File: src/rtl/dio_pkg.sv
package dio_pkg;

  // Width of the register data bus shared by the whole register file.
  localparam int REG_W = 8;

  // Decoded access kind for one cycle.
  typedef enum logic [1:0] {
    ACC_IDLE  = 2'd0,
    ACC_WRITE = 2'd1,
    ACC_READ  = 2'd2
  } acc_e;

  function automatic acc_e classify(input logic wr, input logic rd);
    if (wr)      return ACC_WRITE;
    else if (rd) return ACC_READ;
    else         return ACC_IDLE;
  endfunction

endpackage

File: src/rtl/dio_sync.sv
// Multi-stage synchroniser for asynchronous pin levels.
module dio_sync #(
  parameter int W      = 4,
  parameter int STAGES = 2
) (
  input  logic         clk,
  input  logic         rst,
  input  logic [W-1:0] async_in,
  output logic [W-1:0] sync_out
);

  logic [W-1:0] chain [STAGES];

  generate
    for (genvar s = 0; s < STAGES; s++) begin : g_stage
      if (s == 0) begin : g_first
        always_ff @(posedge clk) begin
          if (rst) chain[s] <= '0;
          else     chain[s] <= async_in;
        end
      end else begin : g_next
        always_ff @(posedge clk) begin
          if (rst) chain[s] <= '0;
          else     chain[s] <= chain[s-1];
        end
      end
    end
  endgenerate

  assign sync_out = chain[STAGES-1];

endmodule

File: src/rtl/dio_pin_cell.sv
// One pin: stored output level (written only while an output) and
// registered pad enable.
module dio_pin_cell (
  input  logic clk,
  input  logic rst,
  input  logic wr_hit,
  input  logic dir,
  input  logic wbit,
  output logic level_q,
  output logic oe_q
);

  always_ff @(posedge clk) begin
    if (rst) begin
      level_q <= 1'b0;
      oe_q    <= 1'b0;
    end else begin
      oe_q <= dir;
      if (wr_hit && dir) level_q <= wbit;
    end
  end

endmodule

File: src/rtl/dio_readback.sv
// Builds the read word and registers it on each read strobe.
module dio_readback #(
  parameter int N        = 4,
  parameter int DATA_W   = 8,
  parameter int BUSY_BIT = 7
) (
  input  logic              clk,
  input  logic              rst,
  input  logic              rd,
  input  logic              hit,
  input  logic [N-1:0]      dir,
  input  logic [N-1:0]      level,
  input  logic [N-1:0]      sampled,
  input  logic              busy,
  output logic [DATA_W-1:0] rdata
);

  logic [DATA_W-1:0] word;

  always_comb begin
    word = '0;
    for (int i = 0; i < N; i++) begin
      word[i] = dir[i] ? level[i] : sampled[i];
    end
    word[BUSY_BIT] = busy;
  end

  always_ff @(posedge clk) begin
    if (rst)     rdata <= '0;
    else if (rd) rdata <= hit ? word : '0;
  end

endmodule

File: src/rtl/dio_busy_port.sv
module dio_busy_port #(
  parameter int N           = 4,
  parameter int ADDR_W      = 3,
  parameter int PORT_ADDR   = 5,
  parameter int SYNC_STAGES = 2,
  parameter int BUSY_BIT    = 7
) (
  input  logic                     clk,
  input  logic                     rst,
  input  logic [ADDR_W-1:0]        reg_addr,
  input  logic                     reg_wr,
  input  logic                     reg_rd,
  input  logic [dio_pkg::REG_W-1:0] reg_wdata,
  output logic [dio_pkg::REG_W-1:0] reg_rdata,
  input  logic [N-1:0]             dir_oe,
  input  logic [N-1:0]             pin_in,
  output logic [N-1:0]             pin_out,
  output logic [N-1:0]             pin_oe,
  input  logic                     conv_busy,
  output logic                     conv_start
);

  import dio_pkg::*;

  localparam int DATA_W = REG_W;
  localparam logic [ADDR_W-1:0] MY_ADDR = ADDR_W'(PORT_ADDR);

  initial begin
    if (N >= BUSY_BIT || BUSY_BIT >= DATA_W)
      $error("dio_busy_port: pins must sit below the busy bit inside the word");
  end

  acc_e acc;
  logic hit, wr_hit, rd_hit;
  logic [N-1:0] sampled;
  logic [N-1:0] level;
  logic start_q;

  assign acc    = classify(reg_wr, reg_rd);
  assign hit    = (reg_addr == MY_ADDR);
  assign wr_hit = hit && (acc == ACC_WRITE);
  assign rd_hit = hit && reg_rd;

  dio_sync #(.W(N), .STAGES(SYNC_STAGES)) u_sync (
    .clk      (clk),
    .rst      (rst),
    .async_in (pin_in),
    .sync_out (sampled)
  );

  generate
    for (genvar i = 0; i < N; i++) begin : g_pin
      dio_pin_cell u_cell (
        .clk     (clk),
        .rst     (rst),
        .wr_hit  (wr_hit),
        .dir     (dir_oe[i]),
        .wbit    (reg_wdata[i]),
        .level_q (level[i]),
        .oe_q    (pin_oe[i])
      );
    end
  endgenerate

  always_ff @(posedge clk) begin
    if (rst) start_q <= 1'b0;
    else     start_q <= wr_hit && reg_wdata[BUSY_BIT];
  end

  dio_readback #(.N(N), .DATA_W(DATA_W), .BUSY_BIT(BUSY_BIT)) u_rb (
    .clk     (clk),
    .rst     (rst),
    .rd      (reg_rd),
    .hit     (rd_hit),
    .dir     (dir_oe),
    .level   (level),
    .sampled (sampled),
    .busy    (conv_busy | start_q),
    .rdata   (reg_rdata)
  );

  assign pin_out    = level;
  assign conv_start = start_q;

endmodule

File: config.mk
export PLATFORM = sky130hd
export DESIGN_NAME = dio_busy_port
export DESIGN_NICKNAME = d
export VERILOG_FILES = /design/src/rtl/dio_pkg.sv /design/src/rtl/dio_sync.sv /design/src/rtl/dio_pin_cell.sv /design/src/rtl/dio_readback.sv /design/src/rtl/dio_busy_port.sv
export SDC_FILE = /design/constraint.sdc
export NUM_CORES = 1
export LEC_CHECK = 0
export ABC_AREA = 1
export BUFFER_PORTS_ARGS = -buffer_cell sky130_fd_sc_hd__buf_2
export CORE_UTILIZATION = 45
export DETAILED_ROUTE_END_ITERATION = 12
export GPL_ROUTABILITY_DRIVEN = 0
export PLACE_DENSITY = 0.77
export SLEW_MARGIN = 20
export SYNTH_ARGS = -nofsm -noshare
export SYNTH_HDL_FRONTEND = slang
export SYNTH_SLANG_ARGS = --single-unit
File: constraint.sdc
create_clock -name clk -period 1.05 [get_ports clk]
set_input_delay 0.1575 -clock clk [delete_from_list [all_inputs] [get_ports clk]]
set_output_delay 0.1575 -clock clk [all_outputs]
set_load 0.1 [all_outputs]
# Yosys cells after proc, flatten, opt, wreduce, memory -nomap -nowiden
# Memories as Yosys holds them, arrays and structs flattened.
# Index checks and enable logic that the tools add are counted.
[word_totals]
register_bits = 17
mem_bits_rw = 8
input_bits = 24
word_cells = 35
memories = 1
[classes]
eq_ne = 2
muxes = 12
bitwise_logic = 3
reduce_logical = 7
[mem_list]
columns = ["memory", "words", "width", "read_ports", "rd_clocked_by_memory_dff", "wr", "line", "text"]
rows = [
  ["u_sync.chain", 2, 4, 2, 0, 2, "dio_sync.sv:12", "logic [W-1:0] chain [STAGES];"],
]
[op_table]
columns = ["cell", "n"]
rows = [
  ["two-way mux 4 bit", 2],
  ["two-way mux 8 bit", 1],
  ["logical AND 1 bit", 7],
  ["two-way mux 1 bit", 7],
  ["two-way mux 2 bit", 2],
  ["equality test 3 bit (second input constant)", 1],
  ["bitwise OR 1 bit", 3],
  ["equality test 2 x 1 -> 1 bit (second input constant)", 1],
]

# Logic depth before layout (Yosys ltp)
[depth]
ltp_word = 5
mapped_depth = 5

# Modules after synthesis
# A second synthesis with hierarchy kept.
[hier_totals]
cells_unflattened = 126
hier_area_um2 = 874.6
[modules_own_cells]
columns = ["module", "n_inst", "cells_each", "area_each_um2", "seq_area_each_um2"]
rows = [
  ["dio_pin_cell", 4, 11, 73.8, 40.0],
  ["dio_readback", 1, 47, 280.3, 100.1],
  ["dio_sync", 1, 25, 231.5, 160.2],
  ["dio_busy_port", 1, 10, 67.6, 20.0],
]

# Least setup slack after synthesis
# OpenSTA, ideal clock, no wires.
[synth_path]
path_type = "register to register"
start = "register start_q, in the netlist conv_start"
end = "register u_rb.rdata[7]"
setup_time_ns = 0.070
arrival_time_ns = 1.302
slack_ns = -0.322
path_stages_with_launch = 4
n_path_buf = 0
period_less_slack_ns = 1.372
path_cell_list = "dfxtp_1 > or2_2 > nand2_1 > a21oi_1"
[synth_between]
elab_chain_cells = 2
[synth_lines]
columns = ["element", "line", "text"]
rows = [
  ["start, declared", "dio_busy_port.sv:37", "logic start_q;"],
  ["start signal, assigned", "dio_busy_port.sv:67", "else start_q <= wr_hit && reg_wdata[BUSY_BIT];"],
  ["bitwise OR 1 bit", "dio_busy_port.sv:78", ".busy (conv_busy | start_q),"],
  ["two-way mux 8 bit", "dio_readback.sv:30", "else if (rd) rdata <= hit ? word : '0;"],
  ["end signal, assigned", "dio_readback.sv:30", ""],
  ["end, declared", "dio_readback.sv:15", "output logic [DATA_W-1:0] rdata"],
]
# Every way passes these cells.
# A chain may end at the register's enable or synchronous reset.

# Worst setup path after layout
[layout_path]
start = "register g_pin[3].u_cell.level_q"
end = "output port pin_out[3]"
[layout_rtl]
columns = ["element", "line", "text"]
rows = [
  ["start, declared", "dio_pin_cell.sv:9", "output logic level_q,"],
  ["start signal, assigned", "dio_pin_cell.sv:19", "if (wr_hit && dir) level_q <= wbit;"],
  ["end, declared", "dio_busy_port.sv:17", "output logic [N-1:0] pin_out,"],
]
# No word-level cell between the ends.

==> results.cfg <==
[status]
status = complete, no violations

[layout]
num_antenna_cells = 0
final_util_pct = 70.5
drive_gt1_share_pct = 36.5
final_nets = 174
final_cell_area_um2 = 1270
area_delta_synth_final_pct = 41.0

[clock_tree]
htree_levels = 1
clk_latency_ns = 0.30
cts_root_buf = clkbuf_4
path_clk_slew_ns = 0.11
numCtsBuffers = 3
clkSinkCount = 22
cts_tree = done
cts.path.max_buffers = 2

[sta]
fin_setup_tns_ns = 0
finalCritPeriodShare_pct = 97.1
worst_hold_slack_ns = 0.0492
setup_viol = 0
fmax_mhz = 981
report.final.slew_viol_count = 0
rsz0062_at_grt = false
report.final.hold_viol_count = 0
clock_skew_ns = 0.00389
period_minus_slack_ns = 1.02
setup_slack_ns = 0.0304

[power_and_ir_drop]
p_per_area_nw_per_um2 = 1230
p_leak_nw = 0.622
ir_drop_uv = 994

[synthesis]
syn-cell-area_um2 = 901
synthArstFlopShare_pct = 0
yosys.area.top_type = dfxtp_1
synth_top_area_share_pct = 48.9
yosys_warnings = 0
synth-edff-count = 0
seq_area_frac_synth_pct = 48.9
ys_top_cells_by_area = dfxtp_1 (49%), nand2_1 (11%), nor2_1 (10%)
synth-seq-cells = 22
synth_top_flop_cell = dfxtp_1
ys_types = 15
avgSynthCellArea_um2 = 7.45
syn_inst = 121
synthTopCellsByCount = nand2_1 (27), nor2_1 (25), dfxtp_1 (22)
synth.most_common_cell = nand2_1

[route]
via_count = 790
finalWirelength_mm = 1.79
wl_per_cell_um = 10.4
drtIter0Drc = 8
post-route-drc-count = 0
viasPerCell = 4.57
drtPass1Iterations = 4
detail-route-antenna-nets = 0

[placement]
placed_area_um2 = 1240
hpwlAfterDp_mm = 1.44
preCtsSetupSlack_ns = 0.164
numPortBuffers = 34

[floorplanning]
die-width_um = 46.7
die-area_um2 = 2180
row_count = 15
die_h_um = 46.7
ios = 41
coreArea_um2 = 1800
start_util_pct = 50.0

[global_routing]
grt-ovfl-total = 0
grt_max_degree = 12
grtUsageTotal_pct = 18.6
antenna_found_initial = 0
grt_pass1_vias = 743
grt_pass1_wl_mm = 2.81

[worst_hold_path]
holdPathStages = 3
min_path_type = input pin to register

[setup_path]
crit_family = flip-flops
cp_max_fo = 3
arrival_ns = 0.86
path_cells = buf_12
slowest_delay_ns = 0.38
crit_required_ns = 0.89
crit_buf_inv = 1
worstSetupPathType = register to output pin
critical_path.startpoint_type = register
path_depth = 1
cp_slowest_cell = dfxtp_2
worstSetupEndpointType = output pin
reg2regPathDepth = 3

[flow_run]
maxCapViolCount = 0
[flip-flops by register name, summed over array words and instances (netlist names)]
| register | count |
|---|---|
| u_sync.chain | 8 |
| g_pin.u_cell.level_q | 4 |
| conv_start | 1 |
| u_rb.rdata | 5 |
| g_pin.u_cell.oe_q | 4 |
[cell type report]
class,count,area [um2]
tap,25,31.3
multi-input combinational,69,304
timing repair buffer,35,388
inverter,19,71.3
clock buffer,3,22.5
sequential,22,453
fill,160,532
[per-stage QoR]
stage	instances	power, mW
after floorplan	123	1.12
after global placement	170	1.21
after detailed placement	170	1.22
after CTS	173	1.57
after global routing	173	1.61
final	173	1.56
[report_power, final]
part | switching (mW) | leakage (nW) | internal (mW)
clock network | 0.231 | 0.0138 | 0.134
registers | 0.0155 | 0.185 | 0.862
logic | 0.220 | 0.423 | 0.100
[timing repair]
action / CTS / global route
hold endpoints to repair: 0 / 0
hold buffers: 0 / 0
setup endpoints to repair: 4 / 0
gates resized for setup: 4 / 0
setup buffers: 0 / 0
[worst paths after layout]
kind              slack, ns                       endpoint                                 start
setup / recovery       0.03                     pin_out[3]  g_pin[3].u_cell.level_q$_SDFFE_PP0P_
hold / removal         0.05  u_sync.chain[0][1]$_SDFF_PP0_                             pin_in[1]
setup reg to reg       0.18     u_rb.rdata[7]$_SDFFE_PP0P_                 conv_start$_SDFF_PP0_
hold reg to reg        0.41  u_sync.chain[1][2]$_SDFF_PP0_         u_sync.chain[0][2]$_SDFF_PP0_
[cell usage in the layout, fill, tap and decap left out, drive strengths merged]
master / Yosys / layout
a21oi: 5 / 5
buf: 13 / 35
clkbuf: 0 / 3
conb: 1 / 3
dfxtp: 22 / 22
inv: 19 / 19
nand2: 28 / 28
nand4: 5 / 5
nor2: 26 / 26
nor3: 1 / 1
or2: 1 / 1
[metal layers]
metal,part of all wire [%],up-vias,global-route usage [%]
met5,0,-,0
met3,5.7,4,2.31
li1,-,401,-
met4,2.2,0,14.3
met2,54,24,34.2
met1,38,361,19.0
[cell families after synthesis]
group                  count (synthesis)  share of synthesized area [%]
flip-flops                            22                           48.9
buffers and inverters                 32                           18.2
other                                  1                          0.416
AO/OA/AOI/OAI                          5                           2.78
AND/OR/NAND/NOR                       61                           29.7
[worst register-to-register path, cell delays in order (launching register included)]
cell and delay (ns):
dfxtp_2 0.35, or2_2 0.29, nand2_1 0.07, a21oi_1 0.06
Note: power is estimated with default switching activity, not from simulation.
